### src/rtl/seg_pkg.sv
package seg_pkg;

    localparam int SEL_W  = 16;
    localparam int OFF_W  = 32;
    localparam int PTR_W  = SEL_W + OFF_W;
    localparam int NSEG   = 6;
    localparam int SIDX_W = 3;
    localparam int GPR_W  = 3;

    typedef enum logic [2:0] {
        OP_OTHER = 3'd0,
        OP_MOVS  = 3'd1,
        OP_POPS  = 3'd2,
        OP_LDPTR = 3'd3,
        OP_JMPF  = 3'd4,
        OP_CALLF = 3'd5,
        OP_RETF  = 3'd6,
        OP_RSVD  = 3'd7
    } seg_op_e;

    typedef logic [SIDX_W-1:0] sidx_t;

    localparam sidx_t SR_ES = 3'd0;
    localparam sidx_t SR_CS = 3'd1;
    localparam sidx_t SR_SS = 3'd2;
    localparam sidx_t SR_DS = 3'd3;
    localparam sidx_t SR_FS = 3'd4;
    localparam sidx_t SR_GS = 3'd5;

    typedef struct packed {
        logic              illegal;
        logic              seg_we;
        sidx_t             seg_idx;
        logic [SEL_W-1:0]  seg_val;
        logic              eip_we;
        logic [OFF_W-1:0]  eip_val;
        logic              gpr_we;
        logic [GPR_W-1:0]  gpr_idx;
        logic [OFF_W-1:0]  gpr_val;
        logic              push_we;
        logic [PTR_W-1:0]  push_val;
        logic              shadow_set;
    } seg_ctl_t;

    function automatic logic seg_in_range(input sidx_t idx);
        return (int'(idx) < NSEG);
    endfunction

endpackage

### src/rtl/seg_decode.sv
module seg_decode
    import seg_pkg::*;
(
    input  logic              op_valid,
    input  logic [2:0]        op_code,
    input  sidx_t             op_dst,
    input  logic              op_src_seg,
    input  logic              op_src_mem,
    input  logic [GPR_W-1:0]  op_gpr,
    input  logic [PTR_W-1:0]  op_data,
    input  logic [OFF_W-1:0]  cur_eip,
    input  logic [SEL_W-1:0]  cur_cs,
    output seg_ctl_t          ctl
);
    logic [SEL_W-1:0] sel_lo;
    logic [SEL_W-1:0] ptr_sel;
    logic [OFF_W-1:0] ptr_off;
    logic             dst_bad;

    assign sel_lo  = op_data[SEL_W-1:0];
    assign ptr_sel = op_data[PTR_W-1:OFF_W];
    assign ptr_off = op_data[OFF_W-1:0];
    assign dst_bad = !seg_in_range(op_dst) || (op_dst == SR_CS);

    always_comb begin
        ctl = '0;
        case (seg_op_e'(op_code))
            OP_MOVS, OP_POPS: begin
                if (dst_bad || ((seg_op_e'(op_code) == OP_MOVS) && op_src_seg)) begin
                    ctl.illegal = 1'b1;
                end else begin
                    ctl.seg_we     = 1'b1;
                    ctl.seg_idx    = op_dst;
                    ctl.seg_val    = sel_lo;
                    ctl.shadow_set = (op_dst == SR_SS);
                end
            end
            OP_LDPTR: begin
                if (dst_bad || !op_src_mem) begin
                    ctl.illegal = 1'b1;
                end else begin
                    ctl.seg_we  = 1'b1;
                    ctl.seg_idx = op_dst;
                    ctl.seg_val = ptr_sel;
                    ctl.gpr_we  = 1'b1;
                    ctl.gpr_idx = op_gpr;
                    ctl.gpr_val = ptr_off;
                end
            end
            OP_JMPF, OP_CALLF, OP_RETF: begin
                ctl.seg_we  = 1'b1;
                ctl.seg_idx = SR_CS;
                ctl.seg_val = ptr_sel;
                ctl.eip_we  = 1'b1;
                ctl.eip_val = ptr_off;
                if (seg_op_e'(op_code) == OP_CALLF) begin
                    ctl.push_we  = 1'b1;
                    ctl.push_val = {cur_cs, cur_eip};
                end
            end
            OP_OTHER: ctl = '0;
            default:  ctl.illegal = 1'b1;
        endcase
        if (!op_valid) begin
            ctl = '0;
        end
    end

endmodule

### src/rtl/seg_bank.sv
module seg_bank
    import seg_pkg::*;
#(
    parameter logic [SEL_W-1:0] CS_RESET = 16'hF000
) (
    input  logic                        clk,
    input  logic                        rst,
    input  logic                        wr_en,
    input  sidx_t                       wr_idx,
    input  logic [SEL_W-1:0]            wr_val,
    output logic [NSEG-1:0][SEL_W-1:0]  sel_q
);
    for (genvar g = 0; g < NSEG; g++) begin : g_sel
        localparam logic [SEL_W-1:0] RST_VAL = (g == int'(SR_CS)) ? CS_RESET : '0;
        always_ff @(posedge clk) begin
            if (rst) begin
                sel_q[g] <= RST_VAL;
            end else if (wr_en && (int'(wr_idx) == g)) begin
                sel_q[g] <= wr_val;
            end
        end
    end


    idle_bank_hold_chk: assert property (@(posedge clk) disable iff (rst)
        !wr_en |=> $stable(sel_q));

endmodule

### src/rtl/seg_irq_shadow.sv
module seg_irq_shadow (
    input  logic clk,
    input  logic rst,
    input  logic retire,
    input  logic set_req,
    output logic inhibit
);
    always_ff @(posedge clk) begin
        if (rst) begin
            inhibit <= 1'b0;
        end else if (retire) begin
            inhibit <= set_req;
        end
    end


    shadow_one_instr_chk: assert property (@(posedge clk) disable iff (rst)
        (inhibit && retire && !set_req) |=> !inhibit);


    shadow_raise_chk: assert property (@(posedge clk) disable iff (rst)
        (retire && set_req) |=> inhibit);

endmodule

### src/rtl/seg_update_unit.sv
module seg_update_unit
    import seg_pkg::*;
#(
    parameter logic [15:0] CS_RESET = 16'hF000
) (
    input  logic         clk,
    input  logic         rst,
    input  logic         op_valid,
    input  logic [2:0]   op_code,
    input  logic [2:0]   op_dst,
    input  logic         op_src_seg,
    input  logic         op_src_mem,
    input  logic [2:0]   op_gpr,
    input  logic [47:0]  op_data,
    input  logic [31:0]  cur_eip,
    output logic [15:0]  seg_es,
    output logic [15:0]  seg_cs,
    output logic [15:0]  seg_ss,
    output logic [15:0]  seg_ds,
    output logic [15:0]  seg_fs,
    output logic [15:0]  seg_gs,
    output logic         gpr_we,
    output logic [2:0]   gpr_idx,
    output logic [31:0]  gpr_val,
    output logic         eip_we,
    output logic [31:0]  eip_val,
    output logic         push_we,
    output logic [47:0]  push_val,
    output logic         illegal,
    output logic         irq_inhibit
);
    seg_ctl_t                      ctl;
    logic [NSEG-1:0][SEL_W-1:0]    sel_q;

    seg_decode u_dec (
        .op_valid   (op_valid),
        .op_code    (op_code),
        .op_dst     (op_dst),
        .op_src_seg (op_src_seg),
        .op_src_mem (op_src_mem),
        .op_gpr     (op_gpr),
        .op_data    (op_data),
        .cur_eip    (cur_eip),
        .cur_cs     (sel_q[SR_CS]),
        .ctl        (ctl)
    );

    seg_bank #(.CS_RESET(CS_RESET)) u_bank (
        .clk    (clk),
        .rst    (rst),
        .wr_en  (ctl.seg_we),
        .wr_idx (ctl.seg_idx),
        .wr_val (ctl.seg_val),
        .sel_q  (sel_q)
    );

    seg_irq_shadow u_shadow (
        .clk     (clk),
        .rst     (rst),
        .retire  (op_valid),
        .set_req (ctl.shadow_set),
        .inhibit (irq_inhibit)
    );

    assign seg_es   = sel_q[SR_ES];
    assign seg_cs   = sel_q[SR_CS];
    assign seg_ss   = sel_q[SR_SS];
    assign seg_ds   = sel_q[SR_DS];
    assign seg_fs   = sel_q[SR_FS];
    assign seg_gs   = sel_q[SR_GS];
    assign gpr_we   = ctl.gpr_we;
    assign gpr_idx  = ctl.gpr_idx;
    assign gpr_val  = ctl.gpr_val;
    assign eip_we   = ctl.eip_we;
    assign eip_val  = ctl.eip_val;
    assign push_we  = ctl.push_we;
    assign push_val = ctl.push_val;
    assign illegal  = ctl.illegal;


    cs_move_reject_chk: assert property (@(posedge clk) disable iff (rst)
        (op_valid && (op_code == 3'd1 || op_code == 3'd2) && op_dst == 3'd1) |-> illegal);


    illegal_hold_chk: assert property (@(posedge clk) disable iff (rst)
        illegal |=> $stable(sel_q));


    illegal_no_wb_chk: assert property (@(posedge clk) disable iff (rst)
        illegal |-> !(gpr_we || eip_we || push_we));


    call_push_cs_chk: assert property (@(posedge clk) disable iff (rst)
        (op_valid && op_code == 3'd5) |-> (push_we && push_val[47:32] == seg_cs));


    ptr_ss_no_shadow_chk: assert property (@(posedge clk) disable iff (rst)
        (op_valid && op_code == 3'd3) |=> !irq_inhibit);

endmodule

### config.mk
export PLATFORM = sky130hd
export DESIGN_NAME = seg_update_unit
export DESIGN_NICKNAME = d
export VERILOG_FILES = /design/src/rtl/seg_pkg.sv /design/src/rtl/seg_decode.sv /design/src/rtl/seg_bank.sv /design/src/rtl/seg_irq_shadow.sv /design/src/rtl/seg_update_unit.sv
export SDC_FILE = /design/constraint.sdc
export NUM_CORES = 1
export LEC_CHECK = 0
export BUFFER_PORTS_ARGS = -buffer_cell sky130_fd_sc_hd__buf_4
export CAP_MARGIN = 30
export CORE_AREA = 2 2 121 123
export CTS_CLUSTER_SIZE = 28
export DETAILED_ROUTE_END_ITERATION = 16
export DIE_AREA = 0 0 123 125
export PLACE_DENSITY_LB_ADDON = 0.12
export SETUP_SLACK_MARGIN = 0.2
export SYNTH_ARGS = -nofsm -noshare
export SYNTH_HDL_FRONTEND = slang
export SYNTH_HIERARCHICAL = 1
export SYNTH_SLANG_ARGS = --single-unit
export TNS_END_PERCENT = 1
### constraint.sdc
create_clock -name clk -period 2.5 [get_ports clk]
set_input_delay 0.25 -clock clk [delete_from_list [all_inputs] [get_ports clk]]
set_output_delay 0.25 -clock clk [all_outputs]
set_load 0.02 [all_outputs]
-- Word-level counts from Yosys, hierarchy flattened
Cells that the tools add are included.
- $lt $le $gt $ge: 1
- equal/unequal tests: 13
- multiplexer cells: 14
- reduce and logical (&&, ||, !) cells: 17
- operator list (cell ; number):
    $mux 140 ; 1
    $mux 49 ; 2
    $mux 36 ; 2
    $pmux 20 s3 ; 1
    $mux 20 ; 2
    $mux 33 ; 1
    $eq 3x3->1 const B ; 7
    $eq 3x2->1 const B ; 4
    $logic_and 1x1->1 ; 7
    $eq 3x1->1 const B ; 2
    $logic_not 3->1 ; 2
    $mux 1 ; 4
    $reduce_or 4->1 ; 1
    $logic_or 1x1->1 ; 3
    $lt 3x3->1 const B ; 1
    $pmux 1 s3 ; 1
    $reduce_or 3->1 ; 1
    $logic_not 1->1 ; 2
    $reduce_or 2->1 ; 1
- register bits after elaboration: 97
- input bits: 94
- output and inout port bits: 216
- word-level logic and storage cells: 52

-- Longest topological paths before layout
Gate-level depths: netlist of run 1.
- word-level depth: 9
- depth in mapped cells: 10
- gate-level depth less buffers: 6

-- Cells and area by module
The synthesis of run 1 kept the hierarchy.
- by module, submodules not included (module ; instances ; cells an instance ; area an instance (µm²) ; seq. area each (µm²)):
    seg_bank ; 1 ; 343 ; 3838.7 ; 1921.8
    seg_decode ; 1 ; 176 ; 1106.1 ; 0.0
    seg_irq_shadow ; 1 ; 3 ; 33.8 ; 20.0

-- Worst setup path before layout of run 1
Ideal clock, no wire load.
- kind: input -> register
- start: input port op_code[1]
- end: register u_bank/sel_q[69] in the netlist's numbering
- setup time: 72 ps
- data arrival time: 2109 ps
- required time: 2428 ps
- slack: 319 ps
- stages: 9
- buffers on the path: 5
- path through: buf_2 -> a21oi_1 -> clkbuf_1 -> a21o_1 -> buf_6 -> nand4bb_1 -> buf_2 -> buf_2 -> mux2i_1
- RTL lines (item ; line ; RTL):
    start: declaration ; seg_update_unit.sv:9 ; input logic [2:0] op_code,
    end signal: indexed assignment ; seg_bank.sv:19 ; sel_q[g] <= wr_val;
    end: declaration ; seg_bank.sv:11 ; output logic [NSEG-1:0][SEL_W-1:0] sel_q

==> summary.txt, run 1 <==
CTS
  • CTS clk-pin slew, worst paths: 60 ps
  • Root Buffer: clkbuf_16
  • CTS tree: yes
  • H-tree depth: 3
  • Post CTS Setup Buffer Count: 0
  • # resized after CTS: 0
  • CTS Buf Count: 9
  • # clock sinks: 97
  • Worst-skew pair later-pin latency: 330 ps
  • Clock Tree Buf Depth: 2
  • CTS Hold Bufs: 0

Setup path
  • R2R Setup Slk: approximately 1800 ps
  • CP delay by family, top: simple AND/OR/NAND/NOR gates
  • WP data required: 2750 ps
  • Critical Path Sink: u_bank/sel_q[58]
  • Crit path max fanout: 16
  • Levels on crit path: 7
  • Crit. End Element: flop
  • Critical path origin: op_code[1]
  • CP Class: in -> reg
  • Reg-to-reg endpoint: u_bank/sel_q[72]
  • Reg-to-Reg Start: u_bank/sel_q[72]
  • Arr. time, crit path: around 2300 ps
  • Worst Reg-to-Reg Cells: 2
  • Bufs and invs on worst path: 1
  • CP max-delay cell: nor2_1
  • CP startpoint kind: input port
  • CP cell instances: buf_4 -> nor3b_1 -> a21oi_1 -> nor2_1 -> a22o_1 -> nand2b_1 -> mux2i_1
  • Max incr delay on CP: 800 ps

STA
  • Final Setup Violations: 0
  • Final hold violations: 0
  • Period minus WS final: 2040 ps
  • Unrepaired setup endpoints after global routing: no
  • Max-slew headroom: 0.306
  • Fin. max-slew vios: 0
  • Setup TNS: 0 ps
  • Slew @ Worst Pin: 1040 ps
  • Fin worst setup slack: 465 ps
  • Min Hold Slack: 216 ps
  • Crit share post-route: 0.814
  • Max Fclk: between 400 and 500 MHz
  • Setup Skew: 0 ps

Placed design
  • HPWL after DPL: 13500 um
  • Pre-CTS setup slack: 159 ps
  • GPL Wtd Cong: roughly 0.88
  • PortBufs: 309

Synth
  • Distinct cells, synth: 33
  • Syn Inst Count: 522
  • Syn. warnings: 6
  • Average size of a mapped cell: 9.54 um^2
  • Syn Nets: 616
  • Mapped cell area: 4980 um^2
  • Post-synthesis register bit count: between 90 and 100
  • Sequential fraction of the synthesis area: 0.390

Detailed routing
  • Post-route DRC: 0
  • Routed WL: 17000 um
  • WL/cell: 17.0 um
  • DR pass1 iterations: 4
  • Antenna-violating nets left: 0
  • Total number of vias: 4645
  • Starting DRT DRC Count: about 200
  • Via-to-Cell Ratio: 4.65

Cells and area
  • Antenna diodes: 0
  • NumNets Final: 905
  • Filler instances: 1302
  • Area grow syn2layout: 55.6%
  • Layout cells sized above 1: 0.420

Power
  • Leak pwr: 4.07 nW
  • Final Total Pwr: 3.44 mW
  • Maximum vdd drop: 0.348 mV
  • PwrDens: around 440 nW/um^2

Run
  • # Max-Cap Violations: 0

Hold path
  • Hold Crit Class: in -> reg

GRT
  • Largest net degree at the start of global routing: 88
  • Vias in the first global route: approximately 4700
  • First-pass GRT wire length: ~25000 um
  • Overflow after GRT: 0
  • Initial antenna violation count: 0
  • GRT Overall Usage: 0.214

Die
  • Row count: 44
  • Die width: 123 um
  • Height of the die: 125 um
  • Core area: between 10000 and 15000 um^2
  • Starting Density: 0.351
  • # IOs: 310
  • Total die area: 15400 um^2

Run status
  • Run status: complete, no violations
[cell usage in the layout (no fill, tap or decap), types with 2 or more instances in the layout]
master     count
nand2b_1     111
a22o_1        16
dfxtp_1       97
inv_1          2
nor4bb_4       2
nand2_1        3
buf_4        319
nand4bb_1      3
clkbuf_16      9
nand4b_1       2
mux2i_1       97
and2_1       117
a21oi_1        2
nor2_1        11
clkinv_2       2
[per-stage QoR]
stage	utilization	cells	instance area (um^2)
after global routing	0.545	1000	7750
after CTS	0.545	1000	7750
after global placement	0.524	984	7440
after detailed placement	0.524	984	7440
final	0.545	1000	7750
after floorplan	-	522	4980
[cells by family after synthesis]
logic type,Yosys count,share of synthesized area
and+or+nand+nor,261,0.331
DFF,97,0.390
buffers and inverters,44,0.0455
AOI/OAI and AO/OA,23,0.0382
muxes,97,0.195
[state kept, by name, indices dropped and copies added (netlist names)]
register          count
u_bank/sel_q         96
u_shadow/inhibit      1
[routing by layer]
metal  global-route usage  part of all wire  vias up
met4               0.0722             0.023        0
met1                0.284              0.44     2166
met3               0.0324             0.050       23
met2                0.354              0.48      169
li1                     -                 -     2287
met5                    0                 0        -
[power breakdown]
part           internal [mW]  switching, mW
Clock                  0.805          0.588
Sequential              1.56        0.00847
Combinational          0.248          0.235
[worst min-delay path by stage]
stage / from / end / slack, ps / cells after the start
after floorplan: rst / u_shadow/inhibit / 320 / 1
after global placement: u_bank/sel_q[44] / u_bank/sel_q[44] / 460 / 2
after detailed placement: u_bank/sel_q[50] / u_bank/sel_q[50] / 470 / 2
after CTS: op_valid / u_shadow/inhibit / 200 / 3
after global routing: op_valid / u_shadow/inhibit / 220 / 3
final: op_valid / u_shadow/inhibit / 220 / 3
[synth_stat cells]
cell / number / area [um^2]
dfxtp_1: 97 / 1940
a211oi_1: 1 / 7.51
o311a_1: 1 / 10.0
buf_4: 3 / 22.5
inv_1: 2 / 7.51
nand2b_1: 111 / 694
nor4b_2: 1 / 15.0
a21o_1: 1 / 7.51
mux2i_1: 97 / 971
nor4_1: 1 / 6.26
nor3b_1: 1 / 7.51
and4bb_1: 1 / 12.5
nand3_1: 1 / 5.00
nor4bb_1: 2 / 20.0
or2_1: 1 / 6.26
nand2_1: 3 / 11.3
nor2_1: 11 / 41.3
or3b_1: 1 / 8.76
buf_12: 1 / 20.0
buf_6: 3 / 33.8
nand4b_1: 2 / 17.5
a22o_1: 16 / 140
or2_2: 1 / 6.26
a311o_1: 1 / 10.0
nor3_1: 1 / 5.00
a21oi_1: 3 / 15.0
nand4_1: 1 / 6.26
and3_1: 1 / 6.26
and2_1: 117 / 732
clkbuf_1: 26 / 97.6
buf_2: 9 / 45.0
or4b_4: 1 / 13.8
nand4bb_1: 3 / 33.8
[tightest hold or removal path: stages]
cell	delay, ps
buf_4	120
mux2i_1	70
nor2_1	70
[layout make-up]
class                           instances  area (um^2)  area share
Tap cell                              184          230      0.0297
Inverter                                2         7.51    0.000969
Multi-Input combinational cell        381         2850       0.368
Timing Repair Buffer                  320         2410       0.312
Sequential cell                        97         1940       0.251
Clock buffer                           10          239      0.0308
Clock inverter                          6         65.1     0.00840
Note: power is estimated with default switching activity, not from simulation.
==> run 2, diff against run 1 <==
- ABC_AREA: unset -> 1
- CORE_AREA: 2 2 121 123 -> 2 2 120 122
- DIE_AREA: 0 0 123 125 -> 0 0 122 124
- clock period: 2.5 -> 1.8 ns (I/O delays scaled with it)
==> run 2 against run 1 <==
  * Global-route usage is 6.7 points higher
  * Critical path depth is 2 higher
  * Worst hold slack worse by 95 ps
  * Utilization is 8.2 points higher
  * Clock power is 31% higher
  * Largest power group unchanged
  * Highest routed layer unchanged
==> summary.txt, run 2 <==
Setup path
  • CP Class: in -> out
  • Arr. time, crit path: 1390 ps
  • CP startpoint kind: input port
  • Reg-to-reg endpoint: u_bank/sel_q[19]
  • WP data required: 1620 ps
  • Reg-to-Reg Start: u_bank/sel_q[19]
  • Crit. End Element: primary output
  • Worst Reg-to-Reg Cells: 2
  • R2R Setup Slk: 1170 ps
  • Crit path max fanout: 30

Placed design
  • GPL Wtd Cong: 0.846
  • HPWL after DPL: 16300 um
  • Post-DP Area: 8180 um^2
  • PortBufs: 309

GRT
  • Initial antenna violation count: 0
  • Overflow after GRT: 0
  • Largest net degree at the start of global routing: 38
  • GRT Overall Usage: 0.281
  • Vias in the first global route: 6249
  • First-pass GRT wire length: 33000 um

Synth
  • Largest family of logic cells by synthesized area: simple AND/OR/NAND/NOR gates
  • Multiplexer area fraction after synthesis: 0
  • Mapped cell area: 5460 um^2
  • Sequential fraction of the synthesis area: 0.356
  • Synth top area share: 0.356
  • Syn Inst Count: just over 900
  • Most numerous cell in the Yosys netlist: nor2_1
  • Syn. warnings: 6
  • Yosys top cell by area: dfxtp_1
  • Top cells by count, synth: nor2_1 (356), nand2_1 (151), nand3_1 (118)
  • Average size of a mapped cell: around 5.9 um^2
  • Complex-gate fraction of the synthesized area: 0.00183
  • Xor/xnor share of the synthesized area: 0
  • Syn Nets: 1026
  • Simple-gate area share of the yosys netlist: 0.504
  • Top cells by area, synth: dfxtp_1 (36%), nor2_1 (24%), nand3_1 (11%)
  • Distinct cells, synth: 21
  • Post-synthesis register bit count: 97
  • Async SR Flop Fraction: 0
  • Post-Synth Adder-Cell Area: 0
  • Ys flop type: dfxtp_1
  • Post-synth EDFFs: 0

Cells and area
  • Area grow syn2layout: 57.6%
  • Utilization after layout: 0.627
  • Regs by FF count: u_bank/sel_q (96), u_shadow/inhibit (1)
  • Most frequent cells in the layout: nor2_1 (349), buf_4 (328), nand2_1 (150), nand3_1 (116), inv_1 (108)
  • Layout cells sized above 1: 0.324
  • NumNets Final: 1332
  • Most common cell after layout, fill and taps aside: nor2_1
  • Max reg flops: 96
  • Largest register by flop count: u_bank/sel_q
  • Antenna diodes: 0
  • Finished Cell Area: 8600 um^2

Detailed routing
  • Routed WL: between 20000 and 25000 um
  • Total number of vias: roughly 6700
  • Post-route DRC: 0
  • WL/cell: roughly 15 um
  • Via-to-Cell Ratio: 4.72
  • DR pass1 iterations: 6
  • Starting DRT DRC Count: 575
  • Antenna-violating nets left: 0

STA
  • Unrepaired setup endpoints after global routing: yes
  • Max-slew headroom: 0.729
  • Max Fclk: 638 MHz
  • Min Hold Slack: 121 ps
  • Period minus WS final: between 1500 and 2000 ps
  • Final hold violations: 0
  • Fin. max-slew vios: 0
  • Setup TNS: 0 ps
  • Final Setup Violations: 0
  • Setup Skew: 0 ps
  • Slew @ Worst Pin: 406 ps
  • Crit share post-route: 0.871

Die
  • Height of the die: 124 um
  • Row count: 43
  • Total die area: 15100 um^2
  • Starting Density: 0.398
  • # IOs: 310
  • Die width: around 120 um
  • Core area: 13700 um^2

CTS
  • Clock Tree Buf Depth: 2
  • Root Buffer: clkbuf_16
  • Worst-skew pair later-pin latency: 340 ps
  • CTS clk-pin slew, worst paths: 60 ps
  • CTS tree: yes
  • CTS Hold Bufs: 0
  • CTS Buf Count: 9
  • H-tree depth: 3
  • # clock sinks: 97

Run status
  • Run status: complete, no violations

Run
  • # Max-Cap Violations: 0

Hold path
  • Hold Crit Depth: 4
  • WHS Endpoint: u_shadow/inhibit
  • Hold Crit Class: in -> reg
  • Hold Crit Start: rst

Power
  • Clock share of power: 0.345
  • Sw frac: 0.307
  • Final Total Pwr: approximately 5.3 mW
  • Internal power: 3.66 mW
  • Maximum vdd drop: 0.628 mV
  • NetSw: 1.62 mW
  • PwrDens: 614 nW/um^2
  • Leak pwr: 4.58 nW
  • Flop pwr share: 0.424
  • Logic pwr share: 0.231
run 2: area by class of cell:
| cell class | count | area [um^2] |
|---|---|---|
| Inverter | 120 | 452 |
| Clock buffer | 10 | 229 |
| Multi-Input combinational cell | 660 | 2810 |
| Tap cell | 180 | 225 |
| Timing Repair Buffer | 350 | 2900 |
| Clock inverter | 6 | 50.0 |
| Sequential cell | 97 | 1940 |
| Fill cell | 1323 | 5110 |
run 2: cell families (layout without fill, tap and decap cells):
family / count (synthesis) / in the layout
and+or+nand+nor: 658 / 658
AOI/OAI and AO/OA: 2 / 2
buffers and inverters: 175 / 486
DFF: 97 / 97
run 2: power groups by stage:
stage	Combinational, mW	Clock, mW	Sequential, mW
finish	1.22	1.82	2.24
global route	1.33	1.93	2.24
CTS	1.18	1.84	2.24
detailed placement	1.17	0	2.29
global placement	1.16	0	2.29
floorplan	0.568	0	2.34
run 2: what timing repair did:
item,in CTS,in global routing
setup endpoints to repair,6,156
resized for setup,2,9
pin swaps,0,8
buffers inserted,0,4
cloned,0,2
endpoints found under the hold margin,0,0
run 2: metrics by stage:
stage                     cells  setup slack [ps]
after floorplan             932               177
after CTS                  1417               211
final                      1423               232
after global routing       1423               108
after detailed placement   1401             -90.8
after global placement     1401             -53.2
run 2: worst max path at each step:
stage | startpoint | cells past startpoint | slack [ps] | end
floorplan | op_code[0] | 14 | 180 | u_bank/sel_q[85]
global placement | op_code[2] | 12 | -50 | u_bank/sel_q[43]
detailed placement | op_code[2] | 14 | -90 | u_bank/sel_q[31]
CTS | op_code[0] | 9 | 210 | eip_val[21]
global route | op_code[2] | 14 | 110 | u_bank/sel_q[29]
finish | op_code[0] | 9 | 230 | gpr_val[20]
run 2: worst max-delay path, cell delays in order:
cell and delay (ps):
buf_4 90, nand2_1 70, buf_4 150, nor2_4 90, buf_6 190, nand4_4 130, buf_12 190, nor2_1 130
buf_4 160
run 2: per-layer routing:
metal	vias to the layer above	global-route usage	wire length, um
met2	244	0.478	10700
met3	31	0.0623	1570
li1	3411	-	-
met4	0	0.0876	470
met1	3028	0.355	8830
met5	-	0	0
